$ cat src/rtl/ascfilt_pkg.sv
// Package: shared types for the asynchronous packet address filter.
// Assumes: nothing beyond IEEE 1800-2017.
package ascfilt_pkg;

    // Packet-level state of the filter
    typedef enum logic [1:0] {
        ST_IDLE   = 2'd0,   // between packets
        ST_ACCEPT = 2'd1,   // header matched, payload goes to the FIFO
        ST_DROP   = 2'd2    // header missed or FIFO overflowed, discard to EOP
    } flt_state_t;

endpackage

$ cat src/rtl/node_id_cfg.sv
// Module: node_id_cfg
// Holds the local node identity. A configuration write lands in a pending
// register. The active register copies it only on cycles when the filter is
// idle and no header is arriving, so a packet never sees an identity change.
// Assumes: idle_i is high exactly when no packet is in progress.
module node_id_cfg #(
    parameter int          ID_W     = 16,
    parameter int unsigned RESET_ID = 1
) (
    input  logic            clk,
    input  logic            rst_n,
    input  logic            cfg_we,
    input  logic [ID_W-1:0] cfg_id,
    input  logic            idle_i,
    input  logic            hdr_i,
    output logic [ID_W-1:0] active_id
);

    logic [ID_W-1:0] pending_id;

    // Capture software writes as they arrive
    always_ff @(posedge clk) begin
        if (!rst_n)      pending_id <= ID_W'(RESET_ID);
        else if (cfg_we) pending_id <= cfg_id;
    end

    // Promote the pending identity only at a packet boundary
    always_ff @(posedge clk) begin
        if (!rst_n)                  active_id <= ID_W'(RESET_ID);
        else if (idle_i && !hdr_i)   active_id <= pending_id;
    end

endmodule

$ cat src/rtl/hdr_match.sv
// Module: hdr_match
// Combinational decode of a destination address: splits the node field into
// bus and physical parts, compares them with the local identity, and hands
// out the offset field untouched. The broadcast physical number (all ones)
// is honoured when BCAST_EN is set.
// Assumes: the address occupies the low ID_W+OFFS_W bits of the header.
module hdr_match #(
    parameter int BUS_W    = 10,
    parameter int PHY_W    = 6,
    parameter int OFFS_W   = 48,
    parameter bit BCAST_EN = 1'b1,
    localparam int ID_W    = BUS_W + PHY_W,
    localparam int ADDR_W  = ID_W + OFFS_W
) (
    input  logic [ADDR_W-1:0] addr_i,
    input  logic [ID_W-1:0]   local_id,
    output logic              match_o,
    output logic [OFFS_W-1:0] offset_o
);

    logic [BUS_W-1:0] dst_bus;
    logic [PHY_W-1:0] dst_phy;
    logic             bus_ok;
    logic             phy_ok;

    // Split the destination into its fields
    always_comb begin
        dst_bus  = addr_i[ADDR_W-1 -: BUS_W];
        dst_phy  = addr_i[OFFS_W +: PHY_W];
        offset_o = addr_i[OFFS_W-1:0];
        bus_ok   = (dst_bus == local_id[ID_W-1 -: BUS_W]);
    end

    // Physical number compare, with or without the broadcast value
    generate
        if (BCAST_EN) begin : g_bcast
            assign phy_ok = (dst_phy == local_id[PHY_W-1:0]) || (&dst_phy);
        end else begin : g_nobcast
            assign phy_ok = (dst_phy == local_id[PHY_W-1:0]);
        end
    endgenerate

    // Final decision
    assign match_o = bus_ok && phy_ok;

endmodule

$ cat src/rtl/pkt_ctl.sv
// Module: pkt_ctl
// Packet sequencer. On a header it latches the match result and, for a hit,
// the offset. It then either streams payload words straight to the FIFO
// write port or discards them up to end-of-packet. A full FIFO during an
// accepted packet turns the rest of that packet into a drop and sets a
// sticky error that clears on the next header.
// Assumes: well-formed framing (every packet starts with in_sop, ends with
// in_eop); fifo_full reflects whether a write this cycle would be lost.
module pkt_ctl
    import ascfilt_pkg::*;
#(
    parameter int DATA_W = 64,
    parameter int OFFS_W = 48
) (
    input  logic              clk,
    input  logic              rst_n,
    input  logic              in_valid,
    input  logic              in_sop,
    input  logic              in_eop,
    input  logic [DATA_W-1:0] in_data,
    input  logic              match_i,
    input  logic [OFFS_W-1:0] hdr_offset,
    input  logic              fifo_full,
    output logic              fifo_we,
    output logic [DATA_W-1:0] fifo_data,
    output logic              fifo_last,
    output logic              hit,
    output logic [OFFS_W-1:0] dst_offset,
    output logic              ovf_err,
    output logic              idle_o,
    output logic              hdr_o
);

    flt_state_t state;
    logic       beat;

    // Classify the present word
    always_comb begin
        hdr_o  = in_valid && in_sop;
        beat   = in_valid && !in_sop;
        idle_o = (state == ST_IDLE);
    end

    // Write port: payload of an accepted packet passes through unregistered
    always_comb begin
        fifo_we   = beat && (state == ST_ACCEPT) && !fifo_full;
        fifo_data = in_data;
        fifo_last = fifo_we && in_eop;
    end

    // Packet state machine
    always_ff @(posedge clk) begin
        if (!rst_n) begin
            state <= ST_IDLE;
        end else if (hdr_o) begin
            if (in_eop)       state <= ST_IDLE;
            else if (match_i) state <= ST_ACCEPT;
            else              state <= ST_DROP;
        end else if (beat) begin
            if (in_eop)                                 state <= ST_IDLE;
            else if (state == ST_ACCEPT && fifo_full)   state <= ST_DROP;
        end
    end

    // Match flag and offset latched at each header
    always_ff @(posedge clk) begin
        if (!rst_n) begin
            hit        <= 1'b0;
            dst_offset <= '0;
        end else if (hdr_o) begin
            hit <= match_i;
            if (match_i) dst_offset <= hdr_offset;
        end
    end

    // Overflow flag: set on a lost word, cleared by the next header
    always_ff @(posedge clk) begin
        if (!rst_n)                                        ovf_err <= 1'b0;
        else if (hdr_o)                                    ovf_err <= 1'b0;
        else if (beat && state == ST_ACCEPT && fifo_full)  ovf_err <= 1'b1;
    end

    // once a packet has overflowed, nothing more of it reaches the FIFO
    a_r7_drop_after_ovf: assert property (@(posedge clk) disable iff (!rst_n)
        (ovf_err && !hdr_o) |-> !fifo_we);

    // a missed header leaves the sequencer discarding
    a_r4_miss_discards: assert property (@(posedge clk) disable iff (!rst_n)
        (hdr_o && !match_i && !in_eop) |=> (state == ST_DROP));

endmodule

$ cat src/rtl/async_addr_filter.sv
// Module: async_addr_filter (top)
// Receive-side destination filter for asynchronous packets. Compares the
// node field of each header with the local identity (broadcast physical
// number honoured), streams matching payloads to a receive FIFO, exposes the
// 48-bit offset of the last accepted header and flags FIFO overflow.
// Assumes: DATA_W >= BUS_W + PHY_W + OFFS_W; the address sits in the low bits.
module async_addr_filter #(
    parameter int          BUS_W    = 10,
    parameter int          PHY_W    = 6,
    parameter int          OFFS_W   = 48,
    parameter int          DATA_W   = 64,
    parameter bit          BCAST_EN = 1'b1,
    parameter int unsigned RESET_ID = 1,
    localparam int         ID_W     = BUS_W + PHY_W,
    localparam int         ADDR_W   = ID_W + OFFS_W
) (
    input  logic              clk,
    input  logic              rst_n,
    input  logic              cfg_we,
    input  logic [ID_W-1:0]   cfg_id,
    input  logic              in_valid,
    input  logic              in_sop,
    input  logic              in_eop,
    input  logic [DATA_W-1:0] in_data,
    input  logic              fifo_full,
    output logic              fifo_we,
    output logic [DATA_W-1:0] fifo_data,
    output logic              fifo_last,
    output logic [OFFS_W-1:0] dst_offset,
    output logic              hit,
    output logic              ovf_err
);

    logic [ID_W-1:0]   active_id;
    logic              match;
    logic [OFFS_W-1:0] hdr_offset;
    logic              idle;
    logic              hdr;

    node_id_cfg #(
        .ID_W     (ID_W),
        .RESET_ID (RESET_ID)
    ) u_cfg (
        .clk       (clk),
        .rst_n     (rst_n),
        .cfg_we    (cfg_we),
        .cfg_id    (cfg_id),
        .idle_i    (idle),
        .hdr_i     (hdr),
        .active_id (active_id)
    );

    hdr_match #(
        .BUS_W    (BUS_W),
        .PHY_W    (PHY_W),
        .OFFS_W   (OFFS_W),
        .BCAST_EN (BCAST_EN)
    ) u_match (
        .addr_i   (in_data[ADDR_W-1:0]),
        .local_id (active_id),
        .match_o  (match),
        .offset_o (hdr_offset)
    );

    pkt_ctl #(
        .DATA_W (DATA_W),
        .OFFS_W (OFFS_W)
    ) u_ctl (
        .clk        (clk),
        .rst_n      (rst_n),
        .in_valid   (in_valid),
        .in_sop     (in_sop),
        .in_eop     (in_eop),
        .in_data    (in_data),
        .match_i    (match),
        .hdr_offset (hdr_offset),
        .fifo_full  (fifo_full),
        .fifo_we    (fifo_we),
        .fifo_data  (fifo_data),
        .fifo_last  (fifo_last),
        .hit        (hit),
        .dst_offset (dst_offset),
        .ovf_err    (ovf_err),
        .idle_o     (idle),
        .hdr_o      (hdr)
    );

    // every FIFO write belongs to a packet whose header matched
    a_r3_write_needs_hit: assert property (@(posedge clk) disable iff (!rst_n)
        fifo_we |-> hit);

    // the match flag can only rise right after a header
    a_r6_hit_from_header: assert property (@(posedge clk) disable iff (!rst_n)
        $rose(hit) |-> $past(in_valid && in_sop));

    // an overflow flag is always caused by a full FIFO on a valid word
    a_r7_ovf_cause: assert property (@(posedge clk) disable iff (!rst_n)
        $rose(ovf_err) |-> $past(in_valid && fifo_full));

    // the offset only moves after a header
    a_r2_offset_hold: assert property (@(posedge clk) disable iff (!rst_n)
        !(in_valid && in_sop) |=> $stable(dst_offset));

    // the identity stays frozen while a packet is in progress
    a_r8_id_frozen: assert property (@(posedge clk) disable iff (!rst_n)
        (!idle && $past(!idle)) |-> $stable(active_id));

endmodule

$ cat config.mk
export PLATFORM = sky130hd
export DESIGN_NAME = async_addr_filter
export DESIGN_NICKNAME = d
export VERILOG_FILES = /design/src/rtl/ascfilt_pkg.sv /design/src/rtl/node_id_cfg.sv /design/src/rtl/hdr_match.sv /design/src/rtl/pkt_ctl.sv /design/src/rtl/async_addr_filter.sv
export SDC_FILE = /design/constraint.sdc
export NUM_CORES = 1
export LEC_CHECK = 0
export BUFFER_PORTS_ARGS = -buffer_cell sky130_fd_sc_hd__buf_4
export CORE_MARGIN = 2
export CORE_UTILIZATION = 29
export DETAILED_ROUTE_END_ITERATION = 7
export SYNTH_ARGS = -nofsm -noshare
export SYNTH_HDL_FRONTEND = slang
export SYNTH_HIERARCHICAL = 1
export SYNTH_SLANG_ARGS = --single-unit
$ cat constraint.sdc
create_clock -name clk -period 1.7 [get_ports clk]
set_input_delay 0.085 -clock clk [delete_from_list [all_inputs] [get_ports clk]]
set_output_delay 0.085 -clock clk [all_outputs]
set_load 0.005 [all_outputs]
==> results.rst, run 1 <==
.. list-table::
   :header-rows: 1

   * - Metric
     - Value
   * - Status
     - complete, but fails checks
   * - Failing checks
     - negative setup slack
   * - Arrival time at the worst endpoint
     - around 2100 ps
   * - Site row count
     - 44
   * - Share of synthesized cell area in full adder, half adder and majority cells
     - 0
   * - Instance area at placement
     - 0.00505 mm2
   * - Worst-skew pair later-pin latency
     - 340 ps
   * - Most used cells in the layout excluding fill and tap cells
     - sky130_fd_sc_hd__buf_4, sky130_fd_sc_hd__nand2_1, sky130_fd_sc_hd__dfxtp_1, sky130_fd_sc_hd__dlygate4sd3_1, sky130_fd_sc_hd__a21oi_1
   * - Number of nets produced by synthesis
     - slightly below 600
   * - Antenna violations before repair
     - 0
   * - Setup skew after layout
     - 6.38 ps
   * - Starting utilization of the core area
     - 0.295
   * - Rel. slew slack
     - 0.786
   * - RSZ-0062 raised after global routing
     - yes
   * - Seq cells post-synth
     - 84
   * - Critical Setup Path Class
     - reg2reg
   * - Synthesized-area fraction occupied by and/or/nand/nor cells
     - 0.173
   * - Worst path setup slack after routing
     - -150 ps
   * - GR Overflow Total
     - 0
   * - Final max-slew violation count
     - 0
   * - Routed Wire Length
     - 10900 um
   * - Worst R2R Setup Slack
     - -150 ps
   * - Xor and xnor area share after synthesis
     - 0.0331
   * - Worst vdd rail ir drop
     - ~400 uV
   * - Worst-case hold path end point
     - u_ctl/dst_offset[22]$_SDFFE_PN0P_
   * - Number of nets in the layout
     - 711
   * - Count of antenna-violating nets left after detailed routing
     - 0
   * - Vias post-DR
     - approximately 3400
   * - Path type of the worst min-delay path
     - in2reg
   * - Worst min-delay path startpoint
     - in_data[22]
   * - Syn avg cell area
     - 8.52 um2
   * - Switching fraction of total power
     - 0.226
   * - Layout area overhead
     - 38.1%
   * - Number of cells on the worst reg-to-reg path
     - 8
   * - Proportion of power drawn by the clock network
     - 0.421
   * - Chip height
     - 125 um
   * - Clock tree from TritonCTS
     - done
   * - Crit path max-delay cell type
     - sky130_fd_sc_hd__dfxtp_2
   * - Die area
     - 0.0156 mm2
   * - Number of search-and-repair iterations in the first detailed-routing pass
     - 4
   * - Fraction of layout instances using a drive strength above 1
     - 0.402
   * - Worst path depth
     - 8
   * - Sequential share of power
     - 0.449
   * - Slew of the pin with the lowest slew margin
     - 322 ps
   * - Max-capacitance violation count
     - 0
   * - Critical Path Most Common Cell
     - sky130_fd_sc_hd__a21oi_2
   * - Clock Tree Root
     - sky130_fd_sc_hd__clkbuf_16
   * - Initial DRC count
     - 76
   * - Num ports
     - 203
   * - Launching point of the worst reg2reg path
     - u_cfg/active_id[13]$_SDFFE_PN0P_
   * - Share of synthesized area occupied by flip-flops and latches
     - 0.397
   * - Cell Pwr Density
     - 775 mW/mm2
   * - All-layer global routing usage
     - 0.133
   * - Final Util
     - 0.407
   * - R2r endpoint
     - u_ctl/dst_offset[28]$_SDFFE_PN0P_
   * - Kind of launch point of the worst setup path
     - register
   * - Number of buffer and inverter instances along the worst setup path
     - 1
   * - Fin. Hold Viols
     - 0
   * - CTS clk-pin slew, worst paths
     - 60 ps
   * - Final setup vio count
     - 50
   * - Cell count of the worst hold path
     - 3
   * - Total of fill cells in the finished design
     - ~1400
   * - Chip Width
     - 125 um
   * - Portion of the clock cycle consumed by the worst path in the final layout
     - 1.09
   * - Net switching component of the power
     - just over 1 mW
   * - Final total negative setup slack
     - -5720 ps
   * - Required time worst endpoint
     - 1970 ps
   * - Delay of the slowest critical-path stage
     - around 320 ps
   * - Leakage power summed over all cells
     - between 2 and 3 nW
   * - Clock tree buffer depth
     - 2
   * - Synth Instances
     - roughly 500
   * - Largest family of logic cells by synthesized area
     - buffers and inverters
   * - Number of sinks handled by clock tree synthesis
     - 84
   * - Highest clock rate
     - 540 MHz
   * - Quantity of I/O buffers inserted on ports
     - 202
   * - Core Box Area
     - between 0.01 and 0.015 mm2
   * - Final critical path time including I/O delays and setup
     - 1850 ps
   * - Number of different library cells in the post-synthesis netlist
     - 32
   * - Yosys warnings
     - 6
   * - Pin count of the biggest net entering global routing
     - 50
   * - Critical Path Fanout Max
     - 18
   * - Combined area of all synthesized cells
     - 0.00423 mm2
   * - Via-per-instance ratio
     - between 4 and 5
   * - Routed wirelength normalized by instance count
     - 13.4 um
   * - Drt drc
     - 0
   * - Compound-cell area share of the yosys netlist
     - 0.0763
   * - Critical path cell sequence
     - xor2_1 -> nor4_2 -> nand4_1 -> a21oi_2 -> and3_4 -> clkbuf_16 -> nand2_1 -> a21oi_2
   * - Global-route wire length before repair
     - 16700 um
   * - TritonCTS buffer count
     - 9
   * - CP delay by family, top
     - simple AND/OR/NAND/NOR gates
   * - Leading cell type in the layout, fill and taps excluded
     - sky130_fd_sc_hd__buf_4
   * - Mux cell area share after synthesis
     - 0.0733
   * - Maximum level of the CTS H-tree
     - 3
   * - DP Wirelength
     - 7580 um
   * - Element type at the critical path end
     - register
   * - Final RePlAce weighted congestion
     - 0.742
   * - Finished Layout Cells
     - roughly 810
   * - Combinational share of power
     - 0.129
   * - Number of global-route vias before repair
     - ~3500
   * - Count of inserted antenna diode cells
     - 0
   * - Internal Power
     - 3.51 mW
   * - Layout Cell Area excl Fill
     - 0.00585 mm2
   * - Cell count after placement
     - 754
Yosys cell counts:
cell,n,area share
sky130_fd_sc_hd__and4_1,1,0.0021
sky130_fd_sc_hd__nand3_1,5,0.0059
sky130_fd_sc_hd__nor2b_4,1,0.0033
sky130_fd_sc_hd__nand3b_1,1,0.0018
sky130_fd_sc_hd__xor2_1,12,0.025
sky130_fd_sc_hd__a21oi_1,41,0.048
sky130_fd_sc_hd__buf_8,1,0.0035
sky130_fd_sc_hd__nand4_1,1,0.0015
sky130_fd_sc_hd__clkbuf_1,6,0.0053
sky130_fd_sc_hd__o21ai_0,2,0.0024
sky130_fd_sc_hd__nor3_1,2,0.0024
sky130_fd_sc_hd__xnor2_1,4,0.0083
sky130_fd_sc_hd__buf_2,5,0.0059
sky130_fd_sc_hd__nand4b_1,2,0.0041
sky130_fd_sc_hd__clkinv_1,1,0.00089
sky130_fd_sc_hd__and3_1,1,0.0015
sky130_fd_sc_hd__buf_4,120,0.21
sky130_fd_sc_hd__nand2b_1,2,0.0030
sky130_fd_sc_hd__nor2b_1,16,0.024
sky130_fd_sc_hd__buf_12,1,0.0047
sky130_fd_sc_hd__buf_6,4,0.011
sky130_fd_sc_hd__nor2_1,3,0.0027
sky130_fd_sc_hd__nand2_1,129,0.11
sky130_fd_sc_hd__nor4_1,3,0.0044
sky130_fd_sc_hd__nor4b_1,1,0.0021
sky130_fd_sc_hd__o211ai_1,1,0.0018
sky130_fd_sc_hd__buf_1,2,0.0018
sky130_fd_sc_hd__inv_1,2,0.0018
sky130_fd_sc_hd__dfxtp_1,84,0.40
sky130_fd_sc_hd__mux2i_1,31,0.073
sky130_fd_sc_hd__a21oi_2,10,0.021
sky130_fd_sc_hd__a31oi_1,2,0.0030
worst register-to-register path, stage by stage (launching register included):
cell and delay [ps]:
sky130_fd_sc_hd__dfxtp_2 320, sky130_fd_sc_hd__xor2_1 160, sky130_fd_sc_hd__nor4_2 290, sky130_fd_sc_hd__nand4_1 160
sky130_fd_sc_hd__a21oi_2 170, sky130_fd_sc_hd__and3_4 290, sky130_fd_sc_hd__clkbuf_16 210, sky130_fd_sc_hd__nand2_1 80
sky130_fd_sc_hd__a21oi_2 120
per-layer routing:
| metal | track usage | vias to the layer above | wire length (um) |
|---|---|---|---|
| met5 | 0 | - | 0 |
| met4 | 0.0431 | 0 | 125 |
| met2 | 0.244 | 99 | 5530 |
| met3 | 0.0395 | 9 | 654 |
| met1 | 0.146 | 1579 | 4560 |
| li1 | - | 1729 | - |
worst max-delay path by stage:
stage / slack (ps) / end / startpoint
floorplan: 3 / u_ctl/dst_offset[18]$_SDFFE_PN0P_ / u_cfg/active_id[5]$_SDFFE_PN0P_
global placement: -90 / u_ctl/state[1]$_SDFFE_PN0P_ / u_cfg/active_id[14]$_SDFFE_PN0P_
detailed placement: -190 / u_ctl/dst_offset[28]$_SDFFE_PN0P_ / u_cfg/active_id[13]$_SDFFE_PN0P_
CTS: -160 / u_ctl/state[1]$_SDFFE_PN0P_ / u_cfg/active_id[13]$_SDFFE_PN0P_
global route: -260 / u_ctl/dst_offset[17]$_SDFFE_PN0P_ / u_cfg/active_id[9]$_SDFFE_PN0P_
finish: -150 / u_ctl/dst_offset[28]$_SDFFE_PN0P_ / u_cfg/active_id[13]$_SDFFE_PN0P_
state kept, by name, summed over array words and instances (netlist names):
signal            cells
u_cfg/active_id      16
u_cfg/pending_id     16
u_ctl/dst_offset     48
u_ctl/hit             1
u_ctl/ovf_err         1
u_ctl/state           2
what timing repair did:
action,CTS,global route
setup endpoints to repair,50,51
buffers inserted,0,0
hold endpoints to repair,41,0
resized for setup,5,11
pin swaps,0,4
gates cloned,0,2
hold buffers,41,0
power by group through the flow:
stage	clock, mW	sequential [mW]	combinational (mW)
2_1_floorplan	0	2.07	0.381
4_1_cts	1.98	2.04	0.588
3_5_place_dp	0	2.08	0.509
3_3_place_gp	0	2.08	0.503
5_1_grt	2.05	2.04	0.634
6_report	1.91	2.04	0.587
kinds of logic (layout without fill, tap and decap cells):
group	after synthesis	in the layout
XOR/XNOR	16	16
flip-flops	84	84
AO/OA/AOI/OAI	56	56
multiplexers	31	31
AND/OR/NAND/NOR	168	168
buffers and inverters	142	274
through the flow:
stage          power, mW  hold WS (ps)  worst slack [ps]
6_report            4.53          7.80              -150
5_1_grt             4.73          7.20              -258
4_1_cts             4.61         0.585              -161
3_5_place_dp        2.59           308              -191
3_3_place_gp        2.58           304             -92.1
2_1_floorplan       2.45           204              2.70
layout make-up:
type                            count  area (um2)  share of cell area
Tap cell                          184         230              0.0394
Timing Repair Buffer              255        2080               0.356
Multi-Input combinational cell    271        1550               0.266
Clock buffer                       12         236              0.0404
Inverter                            3        11.3             0.00193
Clock inverter                      4        50.0             0.00856
Sequential cell                    84        1680               0.288
Power figures use the tool's default switching activity.
==> inputs of run 2 (changes only) <==
--- a/config.mk
+++ b/config.mk
@@ -6,6 +6,7 @@
 export NUM_CORES = 1
 export LEC_CHECK = 0
 export BUFFER_PORTS_ARGS = -buffer_cell sky130_fd_sc_hd__buf_4
+export CORE_ASPECT_RATIO = 1.75
 export CORE_MARGIN = 2
 export CORE_UTILIZATION = 29
 export DETAILED_ROUTE_END_ITERATION = 7
==> constraint.sdc (replaced) <==
create_clock -name clk -period 1.6 [get_ports clk]
set_input_delay 0.08 -clock clk [delete_from_list [all_inputs] [get_ports clk]]
set_output_delay 0.08 -clock clk [all_outputs]
set_load 0.005 [all_outputs]
==> run 2 against run 1 <==
- the flow still finishes with violations (negative setup slack)
- cell area rose by 0.39%
- final cell count fell by 0.49%
- global-route usage rose by 0.57 points
- via count rose by 3.1%
- power rose by 8.1%
- sequential share of layout area fell by 0.11 points
- flip-flop and latch count did not move
- critical path type unchanged
- largest cell class unchanged
- largest power group unchanged
- highest routed layer unchanged
==> results.rst, run 2 (synthesized netlist as in run 1, its figures left out) <==
.. list-table::
   :header-rows: 1

   * - Metric
     - Value
   * - Pin count of the biggest net entering global routing
     - 52 (+4.0%)
   * - Clock Tree Root
     - sky130_fd_sc_hd__clkbuf_16
   * - Routed wirelength normalized by instance count
     - 14.0 um (+4.7%)
   * - Fin. Hold Viols
     - 0 (unchanged)
   * - Vias post-DR
     - 3522 (+3.1%)
   * - All-layer global routing usage
     - 0.138 (+0.00571)
   * - Portion of the clock cycle consumed by the worst path in the final layout
     - 1.16 (+0.0674)
   * - Area of the multi-input gates
     - 0.00156 mm2 (+0.56%)
   * - Arrival time at the worst endpoint
     - 2110 ps (about the same)
   * - Element type at the critical path end
     - register
   * - CP delay by family, top
     - simple AND/OR/NAND/NOR gates
   * - Die area
     - 0.0156 mm2 (+0.24%)
   * - Total of fill cells in the finished design
     - 1449 (+0.91%)
   * - Critical Path Fanout Max
     - 19 (+1)
   * - Worst vdd rail ir drop
     - 486 uV (+24%)
   * - Maximum level of the CTS H-tree
     - 3 (unchanged)
   * - RSZ-0062 raised after global routing
     - yes
   * - Quantity of I/O buffers inserted on ports
     - 202 (unchanged)
   * - Layout area overhead
     - 38.7%
   * - Worst-skew pair later-pin latency
     - 330 ps (about the same)
   * - Area occupied by registers
     - 0.00168 mm2 (unchanged)
   * - Via-per-instance ratio
     - 4.35 (+3.6%)
   * - Cell Pwr Density
     - 834 mW/mm2 (+7.6%)
   * - Count of antenna-violating nets left after detailed routing
     - 0 (unchanged)
   * - Final total negative setup slack
     - -11320 ps (-5600 ps)
   * - Number of nets in the layout
     - 712 (+0.14%)
   * - Number of buffer and inverter instances along the worst setup path
     - 1 (unchanged)
   * - Critical path cell sequence
     - xor2_1 -> nor4_1 -> nand4_1 -> a21oi_2 -> and3_4 -> clkbuf_16 -> nand2_1 -> a21oi_1
   * - Drt drc
     - 0 (unchanged)
   * - Count of inserted antenna diode cells
     - 0 (unchanged)
   * - Site row count
     - 58 (+32%)
   * - Max-capacitance violation count
     - 0 (unchanged)
   * - Antenna violations before repair
     - 0 (unchanged)
   * - Final RePlAce weighted congestion
     - 0.724 (-2.5%)
   * - Num ports
     - 203 (unchanged)
   * - Leading cell type in the layout, fill and taps excluded
     - sky130_fd_sc_hd__buf_4
   * - GR Overflow Total
     - 0 (unchanged)
   * - Register with the highest flop count
     - u_ctl/dst_offset
   * - Final setup vio count
     - 51 (+2.0%)
   * - Number of search-and-repair iterations in the first detailed-routing pass
     - 4 (unchanged)
   * - Routed Wire Length
     - 11300 um (+4.2%)
   * - Worst path setup slack after routing
     - -249 ps (-99.0 ps)
   * - Slew of the pin with the lowest slew margin
     - 302 ps (-19.3 ps)
   * - Initial DRC count
     - 98 (+29%)
   * - Chip Width
     - 95.3 um (-24%)
   * - Final critical path time including I/O delays and setup
     - 1850 ps (-1.02 ps)
   * - TritonCTS buffer count
     - 9 (unchanged)
   * - Clock tree from TritonCTS
     - done
   * - Failing checks
     - negative setup slack
   * - Highest clock rate
     - 541 MHz (about the same)
   * - Flip-flop count of the largest register after layout
     - 48 (unchanged)
   * - CTS clk-pin slew, worst paths
     - 60 ps (about the same)
   * - Global-route wire length before repair
     - 16700 um (-0.25%)
   * - Final max-slew violation count
     - 0 (unchanged)
   * - Path type of the worst min-delay path
     - in2reg
   * - Chip height
     - 164 um (+31%)
   * - Critical Setup Path Class
     - reg2reg
   * - Leakage power summed over all cells
     - 2.60 nW (+0.93%)
   * - Largest registers
     - u_ctl/dst_offset (48), u_cfg/active_id (16), u_cfg/pending_id (16)
   * - Number of global-route vias before repair
     - 3512 (+1.3%)
   * - Number of sinks handled by clock tree synthesis
     - 84 (unchanged)
   * - Clock tree buffer depth
     - 2 (unchanged)
   * - Rel. slew slack
     - 0.799 (+0.0129)
   * - Starting utilization of the core area
     - 0.296 (+0.00150)
   * - Required time worst endpoint
     - 1860 ps (-110 ps)
   * - Setup skew after layout
     - 5.35 ps (-1.03 ps)
   * - Final Util
     - 0.411 (+0.00364)
   * - Delay of the slowest critical-path stage
     - 330 ps (about the same)
   * - Fraction of layout instances using a drive strength above 1
     - 0.410 (+0.00795)
   * - DP Wirelength
     - 7910 um (+4.4%)
   * - Kind of launch point of the worst setup path
     - register
   * - Status
     - complete, but fails checks
   * - Crit path max-delay cell type
     - sky130_fd_sc_hd__dfxtp_2
   * - Core Box Area
     - 0.0143 mm2 (-0.51%)
   * - Most used cells in the layout excluding fill and tap cells
     - sky130_fd_sc_hd__buf_4, sky130_fd_sc_hd__nand2_1, sky130_fd_sc_hd__dfxtp_1, sky130_fd_sc_hd__dlygate4sd3_1, sky130_fd_sc_hd__a21oi_1
[run 2: what timing repair did]
action | 4_1_cts | 5_1_grt
setup buffers | 2 | 0
pin swaps | 3 | 6
setup endpoints to repair | 51 | 52
hold buffers | 38 | 0
gates resized for setup | 9 | 11
endpoints found under the hold margin | 38 | 0
cloned | 2 | 1
[run 2: power breakdown]
group	leakage, nW	internal, mW	switching (mW)
Combinational	1.76	0.384	0.248
Sequential	0.682	2.14	0.0260
Clock	0.151	1.28	0.821
Total	2.60	3.80	1.09
[run 2: routing by layer]
| layer | part of all wire | vias up | global-route usage |
|---|---|---|---|
| li1 | - | 1734 | - |
| met1 | 0.36 | 1654 | 0.141 |
| met2 | 0.55 | 122 | 0.262 |
| met3 | 0.058 | 12 | 0.0344 |
| met4 | 0.025 | 0 | 0.0540 |
| met5 | 0 | - | 0 |
[run 2: layout make-up]
type / count / area share
multi-input combinational: 271 / 0.266
clock inverter: 4 / 0.00831
inverter: 3 / 0.00192
tap: 180 / 0.0384
sequential: 84 / 0.287
timing repair buffer: 256 / 0.355
clock buffer: 11 / 0.0431
[run 2: worst min-delay path: cells and delay by family]
family | cells | cell delay, ps
muxes | 1 | 50
and+or+nand+nor | 1 | 100
buffers and inverters | 1 | 70
[run 2: per-stage QoR]
stage	power, mW	hold slack (ps)	std cells	cell area, um2	worst slack, ps
after floorplan	2.60	194	497	4240	-86.8
after global placement	2.76	318	751	5070	-227
after detailed placement	2.76	312	751	5070	-226
after CTS	4.97	0.480	808	5810	-222
after global routing	5.11	5.89	809	5870	-363
final	4.90	8.55	809	5870	-249
[run 2: final timing paths]
check	cells past startpoint	to	startpoint	slack, ps
setup / recovery	8	u_ctl/dst_offset[40]$_SDFFE_PN0P_	u_cfg/active_id[13]$_SDFFE_PN0P_	-250
hold / removal	3	u_cfg/pending_id[12]$_SDFFE_PN0P_	cfg_id[12]	9
setup reg to reg	8	u_ctl/dst_offset[40]$_SDFFE_PN0P_	u_cfg/active_id[13]$_SDFFE_PN0P_	-250
hold reg to reg	2	u_ctl/dst_offset[17]$_SDFFE_PN0P_	u_ctl/dst_offset[17]$_SDFFE_PN0P_	450
